File: src/rtl/irq_ctx_pkg.sv
package irq_ctx_pkg;
  localparam int REG_W = 8;

  typedef struct packed {
    logic [REG_W-1:0] w;
    logic [REG_W-1:0] status;
    logic [REG_W-1:0] fsr;
  } ctx_t;

  function automatic logic [REG_W-1:0] field_mask(input int lsb, input int n);
    logic [REG_W-1:0] m;
    m = '0;
    for (int i = 0; i < REG_W; i++)
      if (i >= lsb && i < lsb + n) m[i] = 1'b1;
    return m;
  endfunction
endpackage

File: src/rtl/irq_src_detect.sv
module irq_src_detect #(
  parameter int N_EXT = 8,
  parameter int TMR_W = 8
) (
  input  logic             clk,
  input  logic             rst_n,
  input  logic [N_EXT-1:0] ext_pend,
  input  logic [N_EXT-1:0] ext_en,
  input  logic             tmr_int_en,
  input  logic [TMR_W-1:0] tmr_count,
  output logic             ext_trig,
  output logic             tmr_trig
);
  logic [N_EXT-1:0] live;
  logic             ext_any, ext_any_q;
  logic [TMR_W-1:0] tmr_prev;

  for (genvar g = 0; g < N_EXT; g++) begin : g_mask
    assign live[g] = ext_pend[g] & ext_en[g];
  end

  assign ext_any = |live;

  always_ff @(posedge clk or negedge rst_n) begin
    if (!rst_n) begin
      ext_any_q <= 1'b0;
      tmr_prev  <= '0;
    end else begin
      ext_any_q <= ext_any;
      tmr_prev  <= tmr_count;
    end
  end

  assign ext_trig = ext_any & ~ext_any_q;
  assign tmr_trig = tmr_int_en & (&tmr_prev) & ~(|tmr_count);
endmodule

File: src/rtl/irq_ctx_stack.sv
module irq_ctx_stack
  import irq_ctx_pkg::*;
#(
  parameter int PC_W = 11
) (
  input  logic            clk,
  input  logic            rst_n,
  input  logic            push,
  input  logic [PC_W-1:0] pc_in,
  input  ctx_t            ctx_in,
  output logic [PC_W-1:0] pc_top,
  output ctx_t            ctx_top
);
  always_ff @(posedge clk or negedge rst_n) begin
    if (!rst_n) begin
      pc_top  <= '0;
      ctx_top <= '0;
    end else if (push) begin
      pc_top  <= pc_in;
      ctx_top <= ctx_in;
    end
  end
endmodule

File: src/rtl/irq_seq.sv
module irq_seq (
  input  logic clk,
  input  logic rst_n,
  input  logic trig,
  input  logic ret_plain,
  input  logic ret_addw,
  output logic gie,
  output logic ack,
  output logic restore,
  output logic add_req
);
  assign ack     = gie & trig;
  assign restore = ~gie & (ret_plain | ret_addw);
  assign add_req = ~gie & ret_addw;

  always_ff @(posedge clk or negedge rst_n) begin
    if (!rst_n)       gie <= 1'b1;
    else if (ack)     gie <= 1'b0;
    else if (restore) gie <= 1'b1;
  end
endmodule

File: src/rtl/irq_ctx_unit.sv
module irq_ctx_unit
  import irq_ctx_pkg::*;
#(
  parameter int PC_W     = 11,
  parameter int N_EXT    = 8,
  parameter int TMR_W    = 8,
  parameter int PAGE_LSB = 5,
  parameter int PAGE_N   = 3
) (
  input  logic             clk,
  input  logic             rst_n,
  input  logic [PC_W-1:0]  cur_pc,
  input  logic [7:0]       cur_w,
  input  logic [7:0]       cur_status,
  input  logic [7:0]       cur_fsr,
  input  logic [N_EXT-1:0] ext_pend,
  input  logic [N_EXT-1:0] ext_en,
  input  logic             tmr_int_en,
  input  logic [TMR_W-1:0] tmr_count,
  input  logic             ret_plain,
  input  logic             ret_addw,
  output logic             irq_ack,
  output logic             gie,
  output logic             pc_ovr_valid,
  output logic [PC_W-1:0]  pc_ovr,
  output logic             status_wr,
  output logic [7:0]       status_wr_val,
  output logic             ctx_restore,
  output logic [7:0]       rest_w,
  output logic [7:0]       rest_status,
  output logic [7:0]       rest_fsr,
  output logic             tmr_add_valid,
  output logic [7:0]       tmr_add_val
);
  localparam logic [REG_W-1:0] PAGE_MASK = field_mask(PAGE_LSB, PAGE_N);
  localparam logic [PC_W-1:0]  VECTOR    = '0;

  logic ext_trig, tmr_trig, add_req;
  logic [PC_W-1:0] saved_pc;
  ctx_t cur_ctx, saved_ctx;

  irq_src_detect #(.N_EXT(N_EXT), .TMR_W(TMR_W)) u_src (
    .clk(clk), .rst_n(rst_n), .ext_pend(ext_pend), .ext_en(ext_en),
    .tmr_int_en(tmr_int_en), .tmr_count(tmr_count),
    .ext_trig(ext_trig), .tmr_trig(tmr_trig)
  );

  irq_seq u_seq (
    .clk(clk), .rst_n(rst_n), .trig(ext_trig | tmr_trig),
    .ret_plain(ret_plain), .ret_addw(ret_addw),
    .gie(gie), .ack(irq_ack), .restore(ctx_restore), .add_req(add_req)
  );

  assign cur_ctx = '{w: cur_w, status: cur_status, fsr: cur_fsr};

  irq_ctx_stack #(.PC_W(PC_W)) u_stack (
    .clk(clk), .rst_n(rst_n), .push(irq_ack), .pc_in(cur_pc),
    .ctx_in(cur_ctx), .pc_top(saved_pc), .ctx_top(saved_ctx)
  );

  always_comb begin
    pc_ovr_valid = irq_ack | ctx_restore;
    pc_ovr       = irq_ack ? VECTOR : (ctx_restore ? saved_pc : '0);
  end

  assign status_wr     = irq_ack;
  assign status_wr_val = cur_status & ~PAGE_MASK;
  assign rest_w        = saved_ctx.w;
  assign rest_status   = saved_ctx.status;
  assign rest_fsr      = saved_ctx.fsr;
  assign tmr_add_valid = add_req;
  assign tmr_add_val   = cur_w;
endmodule

File: config.mk
export PLATFORM = sky130hd
export DESIGN_NAME = irq_ctx_unit
export DESIGN_NICKNAME = d
export VERILOG_FILES = /design/src/rtl/irq_ctx_pkg.sv /design/src/rtl/irq_src_detect.sv /design/src/rtl/irq_ctx_stack.sv /design/src/rtl/irq_seq.sv /design/src/rtl/irq_ctx_unit.sv
export SDC_FILE = /design/constraint.sdc
export NUM_CORES = 1
export LEC_CHECK = 0
export ABC_AREA = 1
export BUFFER_PORTS_ARGS = -buffer_cell sky130_fd_sc_hd__buf_4
export CAP_MARGIN = 20
export CORE_MARGIN = 2
export CORE_UTILIZATION = 39
export DETAILED_ROUTE_END_ITERATION = 8
export GPL_ROUTABILITY_DRIVEN = 0
export MAX_ROUTING_LAYER = met4
export PLACE_DENSITY_LB_ADDON = 0.08
export SETUP_SLACK_MARGIN = 0.05
export SYNTH_ARGS = -nofsm -noshare
export SYNTH_HDL_FRONTEND = slang
export SYNTH_HIERARCHICAL = 1
export SYNTH_SLANG_ARGS = --single-unit
export TNS_END_PERCENT = 1
File: constraint.sdc
create_clock -name clk -period 1.35 [get_ports clk]
set_input_delay 0.135 -clock clk [delete_from_list [all_inputs] [get_ports clk]]
set_output_delay 0.135 -clock clk [all_outputs]
set_load 0.005 [all_outputs]
==> flow_summary.yaml, run 1 <==
global_route:
  globalRoute.totalOverflow: 0
  grt_pass1_vias: 1835
  grt_max_degree: 46
  grt_pass1_wl_mm: 7.98
  grt.total_usage: 0.172
  antenna_found_initial: 0
clock_tree:
  cts_inserted_buffers: 5
  path_clk_slew_ns: 0.08
  clock_latency_ns: 0.29
  htree_num_levels: 2
  clockBufferDepth: 2
  tritoncts: "built"
  clock_sinks: 45
  cts_root_buffer: "clkbuf_8"
routing:
  route.detailed.drc: 0
  drt_first_pass_iters: 4
  avgRoutedWirePerCell_um: 10.9
  avgViaCountPerCell: 4.28
  drt_wl_total_mm: 4.77
  ant_nets: 0
  num_vias: 1870
  initialDrtViolationCount: 46
layout:
  layout-drive-gt1-share: 0.499
  final_common_cell: "buf_4"
  fin_area_um2: 3320
  fin_util: 0.645
  final_cells: 437
  diodes: 0
  final_cell_mix: "118 x buf_4, 115 x nand2_1, 44 x dfrtp_1, 21 x nand2_2, 14 x buf_6"
  nNetsFinal: 430
  syn2layout_area_growth_pct: 59.1
setup_path:
  worstReg2RegStart: "u_src/tmr_prev[6]"
  cp_max_fo: 8
  path_cells: "nand2_1 > nor2_1 > nand3_1 > nor2_1 > or2_4 > nand2_4 > inv_8 > or2_4 > buf_6"
  reg2reg_slack_ns: -0.20
  startpoint: "u_src/tmr_prev[6]"
  critPathKind: "flop to output pin"
  cp_slowest_cell: "dfrtp_1"
  cp-endpoint: "pc_ovr_valid"
  startpoint_type: "flop"
  arrival_ns: 1.56
  cp-end-kind: "output pin"
  r2r_cells: 12
  worstReg2RegEnd: "u_stack/ctx_top[13]"
  critPathMaxStageDelay_ns: 0.36
  worst_ep_required_time_ns: 1.22
sta:
  finalCritPeriodShare: 1.26
  min_period_ns: 1.70
  worstMarginPinSlew_ns: 0.555
  setup_viol: 48
  slew_headroom: 0.630
  layout_setup_ws_ns: -0.349
  tns_ns: -8.29
  rsz0062_at_grt: "yes"
  slew_violations: 0
  hold_violations: 0
  max_freq_mhz: 588
  skew_ns: 0.00346
power_and_ir_drop:
  total_leakage_power_nw: 1.81
  finalPower_mw: 5.33
  cellPowerDensity_nw_per_um2: 1610
  peakVddDrop_uv: 859
flow_run:
  drv_cap: 0
die:
  placementRows: 26
  start_util: 0.406
  die_h_um: 77.1
  fp.dieArea_um2: 5950
  dieWidth_um: 77.1
  core_area_um2: 5140
  io_pins: 121
place:
  dp.cells: 419
  io_buffers: 117
  place_area_um2: 2980
  place_hpwl_mm: 3.38
outcome:
  status: "complete, but fails checks"
  failed_checks: "setup timing"
yosys:
  yosysWarnings: 6
  synth_cell_type_count: 20
  syn_inst: 242
  seq_area_frac_synth: 0.541
  synth_seq_cells: 45
  synth_area_um2: 2080
  syn_area_per_cell_um2: 8.61
min_path:
  hold_depth: 3
  min_path_type: "primary input to flop"
## report_power, final
group / total [mW] / internal [mW] / switching, mW
logic: 2.09 / 1.22 / 0.869
clock network: 1.02 / 0.603 / 0.421
registers: 2.22 / 1.90 / 0.320
## synth_stat cells
cell | number | area [um^2]
buf_6 | 4 | 45.0
buf_4 | 20 | 150
nor2_1 | 8 | 30.0
inv_2 | 1 | 3.75
buf_12 | 1 | 20.0
dfstp_2 | 1 | 26.3
inv_1 | 4 | 15.0
nor2_2 | 10 | 62.6
and2_1 | 1 | 6.26
a21oi_1 | 1 | 5.00
conb_1 | 1 | 3.75
nand3_1 | 2 | 10.0
nand3_2 | 1 | 10.0
or2_2 | 2 | 12.5
clkbuf_8 | 1 | 13.8
dfrtp_1 | 44 | 1100
nor3_2 | 1 | 10.0
inv_8 | 1 | 11.3
nand2_2 | 12 | 75.1
nand2_1 | 126 | 473
## timing repair
action | CTS | global route
gates resized for setup | 29 | 7
setup buffers | 4 | 0
hold endpoints to repair | 49 | 0
setup endpoints to repair | 51 | 51
pin swaps | 19 | 3
hold buffers | 6 | 0
## layout make-up
class | instances | area [um^2]
Clock buffer | 7 | 86.3
Sequential cell | 45 | 1130
Tap cell | 70 | 87.6
Inverter | 6 | 37.5
Multi-Input combinational cell | 167 | 783
Clock inverter | 1 | 30.0
Timing Repair Buffer | 141 | 1160
Fill cell | 477 | 1820
## how the worst min path moves through the flow
stage,start,to,slack (ns)
detailed placement,rst_n,u_stack/ctx_top[6],0.17
global placement,rst_n,u_stack/ctx_top[6],0.17
CTS,cur_pc[5],u_stack/pc_top[5],0.03
floorplan,rst_n,u_src/ext_any_q,-0.16
global route,cur_fsr[4],u_stack/ctx_top[4],0.02
finish,cur_pc[5],u_stack/pc_top[5],0.04
## sequential cells by signal, indices dropped and copies added (netlist names)
name             count
u_seq/gie            1
u_src/tmr_prev       8
u_stack/ctx_top     24
u_src/ext_any_q      1
u_stack/pc_top      11
## worst max-delay path: cells and delay by family, from the launching register on
kind / cells / cell delay [ns]
flops: 1 / 0.36
buf+inv: 2 / 0.17
simple gates: 7 / 0.75
## kinds of logic (layout without fill, tap and decap cells)
logic type      count (synthesis)  in the layout  share of synthesized area
flops                          45             45                      0.541
compound gates                  1              1                    0.00240
other cells                     1              3                    0.00180
simple gates                  163            163                      0.331
buf+inv                        32            155                      0.124
## metrics by stage
stage | setup slack (ns) | hold slack (ns)
floorplan | 0.0143 | -0.161
global placement | -0.193 | 0.166
detailed placement | -0.195 | 0.168
CTS | -0.399 | 0.0284
global route | -0.500 | 0.0243
finish | -0.349 | 0.0378
## metal layers
metal | wire [um] | GRT usage | vias up
li1 | - | - | 949
met1 | 1930 | 0.190 | 843
met2 | 2430 | 0.304 | 74
met3 | 365 | 0.0424 | 4
met4 | 39 | 0.0589 | 0
met5 | 0 | - | -
(Power assumes the default switching activity.)
==> inputs of run 2 (changes only) <==
--- a/config.mk
+++ b/config.mk
@@ -12,7 +12,6 @@
 export CORE_UTILIZATION = 39
 export DETAILED_ROUTE_END_ITERATION = 8
 export GPL_ROUTABILITY_DRIVEN = 0
-export MAX_ROUTING_LAYER = met4
 export PLACE_DENSITY_LB_ADDON = 0.08
 export SETUP_SLACK_MARGIN = 0.05
 export SYNTH_ARGS = -nofsm -noshare
==> run 2 against run 1 <==
Compared with the run above:
- via count grew 0.48%
- sequential power is essentially flat
- the flow still finishes with violations (setup timing)
- cell count stayed put
- highest routed layer unchanged
- sequential share of layout area unchanged
- critical path depth stayed put
- register-to-register slack barely moved
- hold slack got worse by 0.0014 ns
==> flow_summary.yaml, run 2 (same netlist as run 1, synthesis figures left out) <==
clock_tree:
  path_clk_slew_ns: 0.08
  cts_inserted_buffers: 5
  cts_root_buffer: "clkbuf_8"
  clockBufferDepth: 2
  clock_sinks: 45
  htree_num_levels: 2
  tritoncts: "built"
  clock_latency_ns: 0.29
sta:
  skew_ns: 0.00333
  worstMarginPinSlew_ns: 0.563
  max_freq_mhz: 588
  slew_violations: 0
  tns_ns: -8.33
  finalCritPeriodShare: 1.26
  hold_violations: 0
  setup_viol: 48
  slew_headroom: 0.625
  layout_setup_ws_ns: -0.351
  rsz0062_at_grt: "yes"
  min_period_ns: 1.70
global_route:
  grt.total_usage: 0.168
  grt_pass1_wl_mm: 7.99
  grt_pass1_vias: 1828
  antenna_found_initial: 0
  globalRoute.totalOverflow: 0
  grt_max_degree: 46
routing:
  met2_length_mm: 2.40
  route.detailed.drc: 0
  drt_wl_total_mm: 4.77
  avgRoutedWirePerCell_um: 10.9
  wl_met3_um: 428
  maxUsedRoutingLayer: "met4"
  drt-met1-wl_mm: 1.88
  initialDrtViolationCount: 42
  drt_first_pass_iters: 4
  avgViaCountPerCell: 4.30
  ant_nets: 0
  num_vias: 1879
min_path:
  hold_depth: 3
  min_path_type: "primary input to flop"
  holdPathEnd: "u_stack/pc_top[5]"
  min_from: "cur_pc[5]"
setup_path:
  cp_max_fo: 8
  worst_ep_required_time_ns: 1.22
  cp-end-kind: "output pin"
  worstReg2RegEnd: "u_stack/ctx_top[13]"
  reg2reg_slack_ns: -0.20
  critPathKind: "flop to output pin"
  startpoint_type: "flop"
  r2r_cells: 12
  arrival_ns: 1.57
  startpoint: "u_src/tmr_prev[6]"
  worstReg2RegStart: "u_src/tmr_prev[6]"
outcome:
  status: "complete, but fails checks"
  failed_checks: "setup timing"
power_and_ir_drop:
  cellPowerDensity_nw_per_um2: 1610
  total_leakage_power_nw: 1.81
  peakVddDrop_uv: 857
layout:
  largest_reg_flops: 24
  layout-drive-gt1-share: 0.499
  diodes: 0
  fin_area_um2: 3320
  final_cells: 437
  top_regs: "u_stack/ctx_top x24, u_stack/pc_top x11, u_src/tmr_prev x8"
  final_common_cell: "buf_4"
  nNetsFinal: 430
  regMostFlops: "u_stack/ctx_top"
  final_cell_mix: "118 x buf_4, 115 x nand2_1, 44 x dfrtp_1, 21 x nand2_2, 14 x buf_6"
  syn2layout_area_growth_pct: 59.1
  fin_util: 0.645
die:
  placementRows: 26
  fp.dieArea_um2: 5950
  io_pins: 121
  die_h_um: 77.1
  dieWidth_um: 77.1
  start_util: 0.406
  core_area_um2: 5140
place:
  place_ws_ns: -0.195
  place_hpwl_mm: 3.38
  place_area_um2: 2980
  io_buffers: 117
  dp.cells: 419
flow_run:
  drv_cap: 0
run 2: cell counts in the layout (fill, tap and decap cells not counted):
Identical to the previous run, type by type.
run 2: metrics by stage:
stage          power [mW]  hold slack, ns
5_1_grt              5.75          0.0199
6_report             5.33          0.0364
4_1_cts              5.38          0.0284
2_1_floorplan        3.05          -0.161
3_3_place_gp         4.11           0.166
3_5_place_dp         4.16           0.168
run 2: timing repair:
| action | 4_1_cts | 5_1_grt |
|---|---|---|
| gates resized for setup | 29 | 7 |
| buffers inserted | 4 | 0 |
| pin swaps | 19 | 3 |
| gates cloned | 0 | 0 |
| endpoints found under the setup margin | 51 | 51 |
| hold buffers | 6 | 0 |
| hold endpoints to repair | 49 | 0 |
run 2: worst max-delay path, stage by stage (launching register included):
cell and delay (ns):
dfrtp_1 0.36, nand2_1 0.07, nor2_1 0.04, nand3_1 0.06, nor2_1 0.04, or2_4 0.24
nand2_4 0.08, inv_8 0.06, or2_4 0.22, buf_6 0.11
run 2: where the power goes:
group          internal (mW)  leakage, nW  switching, mW
Combinational           1.22         1.20          0.869
Sequential              1.90        0.553          0.320
Clock                  0.603       0.0585          0.423
run 2: routing by layer:
| layer | up-vias | GRT usage |
|---|---|---|
| li1 | 949 | - |
| met1 | 850 | 0.185 |
| met2 | 74 | 0.304 |
| met3 | 6 | 0.0600 |
| met4 | 0 | 0.0482 |
| met5 | - | 0 |
run 2: area by class of cell:
| class | instances | area [um^2] |
|---|---|---|
| sequential | 45 | 1130 |
| timing repair buffer | 141 | 1160 |
| clock buffer | 7 | 86.3 |
| clock inverter | 1 | 30.0 |
| tap | 70 | 87.6 |
| multi-input combinational | 167 | 783 |
| inverter | 6 | 37.5 |
| fill | 477 | 1820 |
run 2: how the worst max path moves through the flow:
stage,cells after the start,to
floorplan,12,u_stack/ctx_top[0]
global placement,10,pc_ovr_valid
CTS,9,pc_ovr_valid
finish,9,pc_ovr_valid
detailed placement,10,pc_ovr_valid
global route,10,pc_ovr[10]
